File: src/rtl/pwm_sh_pkg.sv
package pwm_sh_pkg;

  // Raw (non-inverted) output levels, registered together.
  typedef struct packed {
    logic pwm;
    logic stb;
    logic per;
  } wave_t;

  localparam wave_t WAVE_IDLE = '{pwm: 1'b0, stb: 1'b0, per: 1'b0};

endpackage

File: src/rtl/pwm_sh_cnt.sv
module pwm_sh_cnt #(
  parameter int W = 16
) (
  input  logic         clk,
  input  logic         rst_n,
  input  logic         en,
  output logic [W-1:0] cnt_q,
  output logic [W-1:0] cnt_n,
  output logic         wrap_n
);

  localparam logic [W-1:0] TERM = {W{1'b1}};

  always_comb begin
    cnt_n  = en ? cnt_q + 1'b1 : cnt_q;
    wrap_n = en && (cnt_q == TERM);
  end

  // Reset parks the counter at terminal count so the first enabled clock
  // opens a clean period.
  always_ff @(posedge clk or negedge rst_n) begin
    if (!rst_n) begin
      cnt_q <= TERM;
    end else if (en) begin
      cnt_q <= cnt_n;
    end
  end

endmodule

File: src/rtl/pwm_sh_duty.sv
module pwm_sh_duty #(
  parameter int W = 16
) (
  input  logic         clk,
  input  logic         rst_n,
  input  logic         load,
  input  logic [W-1:0] duty_in,
  input  logic         wrap_n,
  output logic [W-1:0] act_n
);

  logic [W-1:0] shadow_q;
  logic [W-1:0] shadow_n;
  logic [W-1:0] act_q;

  always_comb begin
    shadow_n = load ? duty_in : shadow_q;
    act_n    = wrap_n ? shadow_n : act_q;
  end

  always_ff @(posedge clk or negedge rst_n) begin
    if (!rst_n) begin
      shadow_q <= '0;
    end else if (load) begin
      shadow_q <= duty_in;
    end
  end

  always_ff @(posedge clk or negedge rst_n) begin
    if (!rst_n) begin
      act_q <= '0;
    end else if (wrap_n) begin
      act_q <= shadow_n;
    end
  end

endmodule

File: src/rtl/pwm_sh_wave.sv
module pwm_sh_wave
  import pwm_sh_pkg::*;
#(
  parameter int W       = 16,
  parameter bit PWM_INV = 1'b0,
  parameter bit STB_INV = 1'b0
) (
  input  logic         clk,
  input  logic         rst_n,
  input  logic         en,
  input  logic [W-1:0] cnt_n,
  input  logic [W-1:0] act_n,
  input  logic         wrap_n,
  output logic         pwm_o,
  output logic         stb_o,
  output logic         per_o
);

  localparam logic [W:0] FULL = {1'b1, {W{1'b0}}};

  logic [W:0] thr;
  wave_t      lvl_n;
  wave_t      lvl_q;

  always_comb begin
    thr   = FULL - {1'b0, act_n};
    lvl_n = WAVE_IDLE;
    if (en) begin
      lvl_n.pwm = ({1'b0, cnt_n} >= thr);
      lvl_n.stb = ~cnt_n[W-1];
      lvl_n.per = wrap_n;
    end
  end

  always_ff @(posedge clk or negedge rst_n) begin
    if (!rst_n) begin
      lvl_q <= WAVE_IDLE;
    end else begin
      lvl_q <= lvl_n;
    end
  end

  generate
    if (PWM_INV) begin : g_pwm_inv
      assign pwm_o = ~lvl_q.pwm;
    end else begin : g_pwm_dir
      assign pwm_o = lvl_q.pwm;
    end
    if (STB_INV) begin : g_stb_inv
      assign stb_o = ~lvl_q.stb;
    end else begin : g_stb_dir
      assign stb_o = lvl_q.stb;
    end
  endgenerate

  assign per_o = lvl_q.per;

endmodule

File: src/rtl/pwm_sh_top.sv
module pwm_sh_top #(
  parameter int CNT_W   = 16,
  parameter bit PWM_INV = 1'b0,
  parameter bit STB_INV = 1'b0
) (
  input  logic             clk_i,
  input  logic             rst_ni,
  input  logic             en_i,
  input  logic [CNT_W-1:0] duty_i,
  input  logic             load_i,
  output logic             pwm_o,
  output logic             stb_o,
  output logic             per_o
);

  logic             rst_q1;
  logic             rst_q2;
  logic [CNT_W-1:0] cnt_q;
  logic [CNT_W-1:0] cnt_n;
  logic             wrap_n;
  logic [CNT_W-1:0] act_n;

  // Asynchronous assertion, synchronous release.
  always_ff @(posedge clk_i or negedge rst_ni) begin
    if (!rst_ni) begin
      rst_q1 <= 1'b0;
      rst_q2 <= 1'b0;
    end else begin
      rst_q1 <= 1'b1;
      rst_q2 <= rst_q1;
    end
  end

  pwm_sh_cnt #(.W(CNT_W)) u_cnt (
    .clk    (clk_i),
    .rst_n  (rst_q2),
    .en     (en_i),
    .cnt_q  (cnt_q),
    .cnt_n  (cnt_n),
    .wrap_n (wrap_n)
  );

  pwm_sh_duty #(.W(CNT_W)) u_duty (
    .clk     (clk_i),
    .rst_n   (rst_q2),
    .load    (load_i),
    .duty_in (duty_i),
    .wrap_n  (wrap_n),
    .act_n   (act_n)
  );

  pwm_sh_wave #(.W(CNT_W), .PWM_INV(PWM_INV), .STB_INV(STB_INV)) u_wave (
    .clk    (clk_i),
    .rst_n  (rst_q2),
    .en     (en_i),
    .cnt_n  (cnt_n),
    .act_n  (act_n),
    .wrap_n (wrap_n),
    .pwm_o  (pwm_o),
    .stb_o  (stb_o),
    .per_o  (per_o)
  );

endmodule

File: config.mk
export PLATFORM = sky130hd
export DESIGN_NAME = pwm_sh_top
export DESIGN_NICKNAME = d
export VERILOG_FILES = /design/src/rtl/pwm_sh_pkg.sv /design/src/rtl/pwm_sh_cnt.sv /design/src/rtl/pwm_sh_duty.sv /design/src/rtl/pwm_sh_wave.sv /design/src/rtl/pwm_sh_top.sv
export SDC_FILE = /design/constraint.sdc
export NUM_CORES = 1
export LEC_CHECK = 0
export BUFFER_PORTS_ARGS = -buffer_cell sky130_fd_sc_hd__buf_2
export CELL_PAD_IN_SITES_DETAIL_PLACEMENT = 0
export CELL_PAD_IN_SITES_GLOBAL_PLACEMENT = 1
export CORE_MARGIN = 1
export CORE_UTILIZATION = 35
export DETAILED_ROUTE_END_ITERATION = 10
export GPL_ROUTABILITY_DRIVEN = 0
export GPL_TIMING_DRIVEN = 0
export PLACE_DENSITY = 0.71
export SYNTH_ARGS = -nofsm -noshare
export SYNTH_HDL_FRONTEND = slang
export SYNTH_SLANG_ARGS = --single-unit
File: constraint.sdc
create_clock -name clk_i -period 2.83 [get_ports clk_i]
set_input_delay 0.7075 -clock clk_i [delete_from_list [all_inputs] [get_ports clk_i]]
set_output_delay 0.7075 -clock clk_i [all_outputs]
set_load 0.02 [all_outputs]
### Word-level counts from Yosys, hierarchy flattened

Index checks and enable logic that the tools add are counted.

* register bits: 53
* bits in latches: 0
* bits in writable memories: 0
* memory bits (read-only): 0
* bits of input ports: 20
* output and inout bits: 3
* logic and storage cells: 18
* memories kept: 0

* add/sub/neg operators: 2
* multipliers: 0
* div/mod/pow operators: 0
* $lt $le $gt $ge: 1
* equality and inequality tests: 1
* shift-type cells: 0
* mux-type cells: 4
* bitwise logic cells: 1
* reductions and logical operators: 1

Operator list (count)
* $mux 16: 3
* $ge 16x17->1: 1
* $sub 17x16->17 const A: 1
* $add 16x1->16 const B: 1
* $eq 16x16->1 const B: 1
* $mux 3: 1
* $logic_and 1x1->1: 1
* $not 1->1: 1

### Logic depth before layout (Yosys ltp)

Gate-level depths: netlist of run 1.

* word-level depth: 6
* mapped depth: 22

### By module

From an unflattened synthesis of run 1, not the netlist that was laid out.

* cell total of the unflattened synthesis: 226
* area, all modules: 2915.3 um2

Modules (own cells, without submodules)
* pwm_sh_duty: times used 1, cells each 68, area each 1280.0 um2, sequential area each 800.8 um2
* pwm_sh_cnt: times used 1, cells each 73, area each 857.1 um2, sequential area each 420.4 um2
* pwm_sh_wave: times used 1, cells each 82, area each 724.4 um2, sequential area each 75.1 um2
* pwm_sh_top: times used 1, cells each 3, area each 53.8 um2, sequential area each 50.0 um2

### Worst setup path after synthesis of run 1

No wires, ideal clock.

* path type: input port to flip-flop
* start point: in en_i
* end point: reg u_wave.lvl_q (netlist bit u_wave.pwm_o)
* library setup time: 0.122 ns
* arrival: 3.861 ns
* data required time: 2.708 ns
* path slack: -1.153 ns
* stages: 20
* buffers on the path: 5
* cells stage by stage: buf_2 and3_1 and4_1 buf_4 nand2_4 inv_6 buf_8 buf_2 mux2i_1 ha_1 buf_1 nand3_1 xnor2_1 ha_1 a21o_1 a211oi_1 and2_1 o211ai_1 a21oi_1 nor3_1

RTL lines
* from (decl): line pwm_sh_top.sv:8 `input logic en_i,`
* to (signal assigned): line pwm_sh_wave.sv:39 `lvl_q <= lvl_n;`
* to (decl): line pwm_sh_wave.sv:23 `wave_t lvl_q;`

==> impl_results.md, run 1 <==
* DIE AREA at between 9000 and 10000 sq um
* Slew HR at 58.4%
* CTS tree: done
* Synth Cell Area at 3070 sq um
* Residual DRC at 0
* R2R Setup Slk at -0.74 ns
* Number of synthesized register bits at 53
* Reg-to-reg startpoint: u_cnt.cnt_q[10]
* Grt ovf at 0
* Chip Height at 95.6 um
* Peak supply drop at 0.000232 V
* IO Pins at 23
* N_diodes at 0
* RSZ-0062 raised after global routing: yes
* Crit share post-route at 126%
* Syn-to-layout area delta at 18.8%
* Final Max Slew Viols at 0
* Via Count at 2124
* Sequential-to-total area share from yosys stat at 43.9%
* Crit path time final at around 3.6 ns
* Commonest non-fill, non-tap cell in the layout: dfrtp_1
* Syn Nets at about 320
* Yosys cell types at 52
* Status: complete, but fails checks
* EDFF count, synth at 0
* Critical-path top delay cell: dfstp_2
* Worst-margin pin slew at slightly above 0.6 ns
* Vias in the first global route at 2159
* Clock-pin slew on the worst setup and hold paths at 0.09 ns
* Fmax at between 200 and 300 MHz
* Crit path cell chain: and4_4 > and4_1 > clkbuf_8 > nand2_8 > inv_8 > mux2_2 > or3b_1 > a2bb2o_1 > ha_1 > and4_1 > a21oi_1 > and2_1 > o211ai_1 > a21oi_1 > nor3_1
* Critical Path Start Type: flip-flop
* H-tree depth at 2
* Vias per cell at around 5.0
* Crit path largest cell delay at 0.59 ns
* # hold bufs at CTS at 0
* Worst Clk Skew at 0.00677 ns
* Pleak at 1.60 nW
* Buffers on Ports at 20
* Pwr dens at 529 nW/um^2
* Root Buffer: clkbuf_8
* Total track usage at between 10% and 20%
* Final WS setup at -0.743 ns
* Iter 0 DRT Violations at 38
* Non-filler cells, final at 424
* Cell count after synthesis at 278
* Largest net degree at the start of global routing at 32
* Deepest clock path buffer count at 2
* Final TNS setup at -0.743 ns
* Initial core utilization at 36.8%
* Hold Crit Class: input pin to asynchronous set/reset pin
* Drt wl/cell at 14.9 um
* Max-Cap Viols at 0
* Post-DP HPWL at 4730 um
* Syn Area/Cell at 11.0 sq um
* Die width at 95.6 um
* Synth Flop Type: dfrtp_1
* Num CTS Buffers at 5
* Share of layout cells above drive strength 1 at 34.5%
* Fin. Hold Viols at 0
* Final Setup Violations at 1
* Reg2Reg Depth at 15
* Worst-skew pair later-pin latency at 0.31 ns
* Design Power at 1.93 mW
* Crit Path Class: flip-flop to flip-flop
* Failing checks: setup timing
* Synth warn at 0
* Post-route ant nets at 0
* Worst hold slack at 0.163 ns
* CP Max Fanout at 5
* Nets at 357
* Core Footprint at 8340 sq um
* Worst R2R End: u_wave.pwm_o
* Global-route wire length before repair at 10300 um
* Fin util at 43.7%
* Worst Setup End Kind: flip-flop
* 1st-pass router iterations at 4
* Placed insts at 404
* Antenna violations before repair at 0
* Most frequent cells in the layout: dfrtp_1 (36), xnor2_1 (32), mux2_2 (27)
* Arrival time worst endpoint at around 3.8 ns
* DRT Wirelength at about 6300 um
* Asr flop ratio synth at 100%
* Clk sinks at 53
* Crit path from: u_cnt.cnt_q[10]
* Worst EP required at between 3 and 4 ns
* FP Rows at 33
==> report_power, final <==
part / switching (mW) / internal [mW] / total (mW)
clock network: 0.246 / 0.258 / 0.503
logic: 0.215 / 0.259 / 0.474
registers: 0.0813 / 0.869 / 0.951
total: 0.542 / 1.39 / 1.93
==> critical path: cells and delay by family (launching register included) <==
family / cells / cell delay (ns)
compound gates: 4 / 0.55
fa+ha+maj: 1 / 0.28
buf+inv: 2 / 0.24
flops: 1 / 0.59
mux: 1 / 0.36
simple gates: 7 / 1.46
==> flip-flops by register name, summed over array words and instances (netlist names) <==
name	count
rst_q2	1
u_wave.pwm_o	1
u_duty.shadow_q	16
rst_q1	1
u_wave.stb_o	1
u_wave.per_o	1
u_cnt.cnt_q	16
u_duty.act_q	16
==> cell type report <==
cell class / count / area, sq um
repair buffers: 34 / 218
fillers: 789 / 4700
clock buffers: 5 / 68.8
clock inverters: 2 / 35.0
well taps: 105 / 131
multi-input cells: 207 / 1700
flip-flops and latches: 53 / 1350
inverters: 9 / 41.3
plain buffers: 9 / 104
==> per-stage QoR <==
| step | area (sq um) | setup WS (ns) |
|---|---|---|
| finish | 3640 | -0.743 |
| global route | 3640 | -0.923 |
| CTS | 3630 | -0.773 |
| detailed placement | 3370 | -1.23 |
| global placement | 3350 | -1.25 |
| floorplan | 3120 | -0.782 |
==> cells by family after synthesis <==
| logic type | synth area share (%) |
|---|---|
| multiplexers | 10.9 |
| AO/OA/AOI/OAI | 8.20 |
| flip-flops | 43.9 |
| other | 0.122 |
| AND/OR/NAND/NOR | 15.1 |
| buffers and inverters | 3.34 |
| adder cells (fa/ha/maj) | 7.34 |
| XOR/XNOR | 11.1 |
==> per-layer routing <==
metal  vias to the layer above  global-route usage (%)  part of all wire, %
met1                      1016                    18.2                   47
met5                         -                       0                    0
met3                         6                    2.63                  2.2
li1                       1072                       -                    -
met4                         0                    4.85                  1.3
met2                        30                    26.8                   50
==> worst max-delay path by stage <==
stage                               to  depth (start not counted)
after global routing      u_wave.pwm_o                         19
final                     u_wave.pwm_o                         15
after global placement    u_wave.pwm_o                         20
after detailed placement  u_wave.pwm_o                         20
after CTS                 u_wave.pwm_o                         20
after floorplan           u_wave.pwm_o                         20
==> what timing repair did <==
item / 4_1_cts / 5_1_grt
gates cloned: 0 / 0
pin swaps: 10 / 3
resized for setup: 12 / 2
endpoints found under the setup margin: 1 / 1
buffers inserted: 12 / 1
==> Yosys cell counts (6+ instances only) <==
master | number | share of area (%)
xnor2_1 | 32 | 9.1
nor2_1 | 23 | 2.8
ha_1 | 18 | 7.3
nor3_1 | 8 | 1.3
dfrtp_1 | 37 | 30
nand3_1 | 10 | 1.6
nand2_1 | 11 | 1.3
nand4_1 | 6 | 1.2
dfstp_2 | 16 | 14
xor2_1 | 7 | 2.0
mux2_2 | 27 | 9.9
inv_1 | 8 | 0.98
a21oi_1 | 10 | 1.6
(Power assumes the default switching activity.)
==> run 2: changes to the inputs <==
Settings changed: BUFFER_PORTS_ARGS -buffer_cell sky130_fd_sc_hd__buf_2 to -buffer_cell sky130_fd_sc_hd__buf_4, CAP_MARGIN from default to 10, PLACE_DENSITY 0.71 to 0.73.
Clock period 2.83 ns to 3.1 ns, I/O delays scaled along.
==> run 2 against run 1 <==
Compared with the run above: the run still ends with setup timing left; global-route usage is essentially flat; clock skew grew 0.0044 ns; cell count grew 1.2%; non-clock buffer count grew 4; routed wire length shrank 1.3%; highest routed layer unchanged; critical endpoint unchanged; core utilization grew 1.4 points; largest cell class unchanged; count of clock-buffer cells in the layout grew 1; largest power group unchanged; clock power shrank 5.6%.
==> impl_results.md, run 2 (same netlist as run 1, synthesis figures left out) <==
* Status: complete, but fails checks
* Failing checks: setup timing
* Final Cell Area at 3760 sq um (+3.2%)
* Core Footprint at 8340 sq um (unchanged)
* # hold bufs at CTS at 0 (unchanged)
* Post-route ant nets at 0 (unchanged)
* Root Buffer: clkbuf_8
* Largest registers: u_cnt.cnt_q (16), u_duty.act_q (16), u_duty.shadow_q (16)
* Initial core utilization at 36.8% (unchanged)
* Max-Cap Viols at 0 (unchanged)
* Deepest clock path buffer count at 2 (unchanged)
* Crit path cell chain: buf_8 > and3_4 > and4_1 > buf_6 > nand2_8 > inv_8 > buf_8 > buf_4 > o41ai_1 > nand3b_1 > a2bb2o_1 > ha_1 > a211oi_2 > and2_1 > o211ai_1 > a21oi_1 > nor3_2
* Share of layout cells above drive strength 1 at 37.0% (+2.6 points)
* Non-filler cells, final at 429 (+1.2%)
* Global-route wire length before repair at 10400 um (+0.86%)
* Final WS setup at -0.482 ns (+0.261 ns)
* Fmax at 279 MHz
* Worst-skew pair later-pin latency at 0.31 ns (about the same)
* Crit path largest cell delay at 0.53 ns (-0.06 ns)
* H-tree depth at 2 (unchanged)
* Antenna violations before repair at 0 (unchanged)
* Slew HR at 62.9% (+4.5 points)
* 1st-pass router iterations at 4 (unchanged)
* Filler cells at 778 (-1.4%)
* Iter 0 DRT Violations at 57 (+50%)
* Vias in the first global route at 2191 (+1.5%)
* Setup WS pre-CTS at -1.03 ns (+0.200 ns)
* Commonest non-fill, non-tap cell in the layout: buf_4
* N_diodes at 0 (unchanged)
* CP most frequent cell: buf_8
* Clk sinks at 53 (unchanged)
* Residual DRC at 0 (unchanged)
* Crit Path Class: input pin to flip-flop
* Worst Setup End Kind: flip-flop
* Nets at 361 (+1.1%)
* Drt wl/cell at 14.5 um (-2.5%)
* CP Max Fanout at 9 (+4)
* Fin. Hold Viols at 0 (unchanged)
* Worst Clk Skew at 0.0111 ns (+0.00435 ns)
* Worst hold slack at 0.197 ns (+0.0343 ns)
* Worst-margin pin slew at 0.549 ns (-0.0671 ns)
* Hold Crit Class: flip-flop to asynchronous set/reset pin
* Placed Area at 3420 sq um (+1.5%)
* Final TNS setup at -0.482 ns (+0.261 ns)
* Final Setup Violations at 1 (unchanged)
* Chip Height at 95.6 um (unchanged)
* Clock-pin slew on the worst setup and hold paths at 0.10 ns (about the same)
* Crit path time final at 3.58 ns
* Die width at 95.6 um (unchanged)
* Buffers on Ports at 20 (unchanged)
* Total track usage at 15.0% (+0.036 points)
* Pwr dens at 475 nW/um^2 (-10%)
* Met1 Usage GRT at 19.1% (+0.91 points)
* Placed insts at 404 (unchanged)
* Most frequent cells in the layout: buf_4 (38), dfrtp_1 (36), xnor2_1 (30)
* Gr busiest metal: met2
* Worst EP required at 3.29 ns (+0.25 ns)
* Critical-path top delay cell: o41ai_1
* Final Max Slew Viols at 0 (unchanged)
* Syn-to-layout area delta at 22.6%
* Num CTS Buffers at 5 (unchanged)
* Pleak at 1.65 nW (+3.1%)
* IO Pins at 23 (unchanged)
* DRT Wirelength at 6240 um (-1.3%)
* Grt ovf at 0 (unchanged)
* Peak supply drop at 0.000215 V (-7.1%)
* FP Rows at 33 (unchanged)
* CTS tree: done
* Post-DP HPWL at 4610 um (-2.5%)
* Critical Path Start Type: input pin
* Largest net degree at the start of global routing at 34 (+6.3%)
* Arrival time worst endpoint at 3.77 ns (about the same)
* Met3 Use GR at 2.63% (unchanged)
* DIE AREA at 9140 sq um (unchanged)
* Via Count at 2141 (+0.80%)
* Met2 Resource Use GR at 26.2% (-0.60 points)
* Vias per cell at 4.99 (-0.37%)
* RSZ-0062 raised after global routing: yes
* Crit share post-route at 116%
==> run 2: changes by cell type in the layout (fill, tap and decap cells not counted), sizes merged <==
cell,delta
buf,+4
clkbuf,+1
==> run 2: cell type report <==
| type | count | area (sq um) | share of cell area, % |
|---|---|---|---|
| Multi-Input combinational cell | 207 | 1730 | 45.9 |
| Sequential cell | 53 | 1350 | 35.8 |
| Timing Repair Buffer | 38 | 298 | 7.91 |
| Tap cell | 105 | 131 | 3.49 |
| Buffer | 9 | 105 | 2.79 |
| Clock buffer | 6 | 72.6 | 1.93 |
| Inverter | 9 | 41.3 | 1.10 |
| Clock inverter | 2 | 38.8 | 1.03 |
==> run 2: final timing paths <==
check / from / endpoint / slack (ns) / cells past startpoint
worst max-delay path: en_i / u_wave.pwm_o / -0.48 / 17
worst min-delay path: rst_q2 / u_duty.act_q[11] / 0.20 / 0
worst max register to register: u_cnt.cnt_q[10] / u_wave.pwm_o / -0.48 / 19
worst min register to register: rst_q2 / u_duty.act_q[11] / 0.20 / 0
max in group asynchronous: rst_q2 / u_cnt.cnt_q[0] / 2.34 / 1
min in group clk_i: rst_q1 / rst_q2 / 0.36 / 0
==> run 2: where the power goes <==
part / leakage, nW / switching (mW) / internal (mW)
sequential: 0.639 / 0.0634 / 0.793
clock: 0.0554 / 0.232 / 0.243
combinational: 0.956 / 0.205 / 0.250
total: 1.65 / 0.501 / 1.29
==> run 2: metal layers <==
layer  routed length [um]  up-vias
met5                    0        -
met4                   63        0
met3                  128        5
met2                 3050       27
met1                 3000     1020
li1                     -     1089
==> run 2: through the flow <==
step / total power, mW / util (%)
after CTS: 1.81 / 44.7
after detailed placement: 1.27 / 41.1
after global placement: 1.25 / 40.8
after floorplan: 1.16 / -
after global routing: 1.92 / 45.1
final: 1.79 / 45.1
==> run 2: timing repair <==
action                     CTS  global route
pin swaps                   12             4
resized for setup           17             5
buffers inserted            17             0
setup endpoints to repair    1             1
==> run 2: worst max-delay path, delay by kind of cell <==
family,cells,cell delay [ns]
AOI/OAI and AO/OA,5,1.38
and+or+nand+nor,6,0.74
buffers and inverters,5,0.56
adders and majority gates,1,0.31
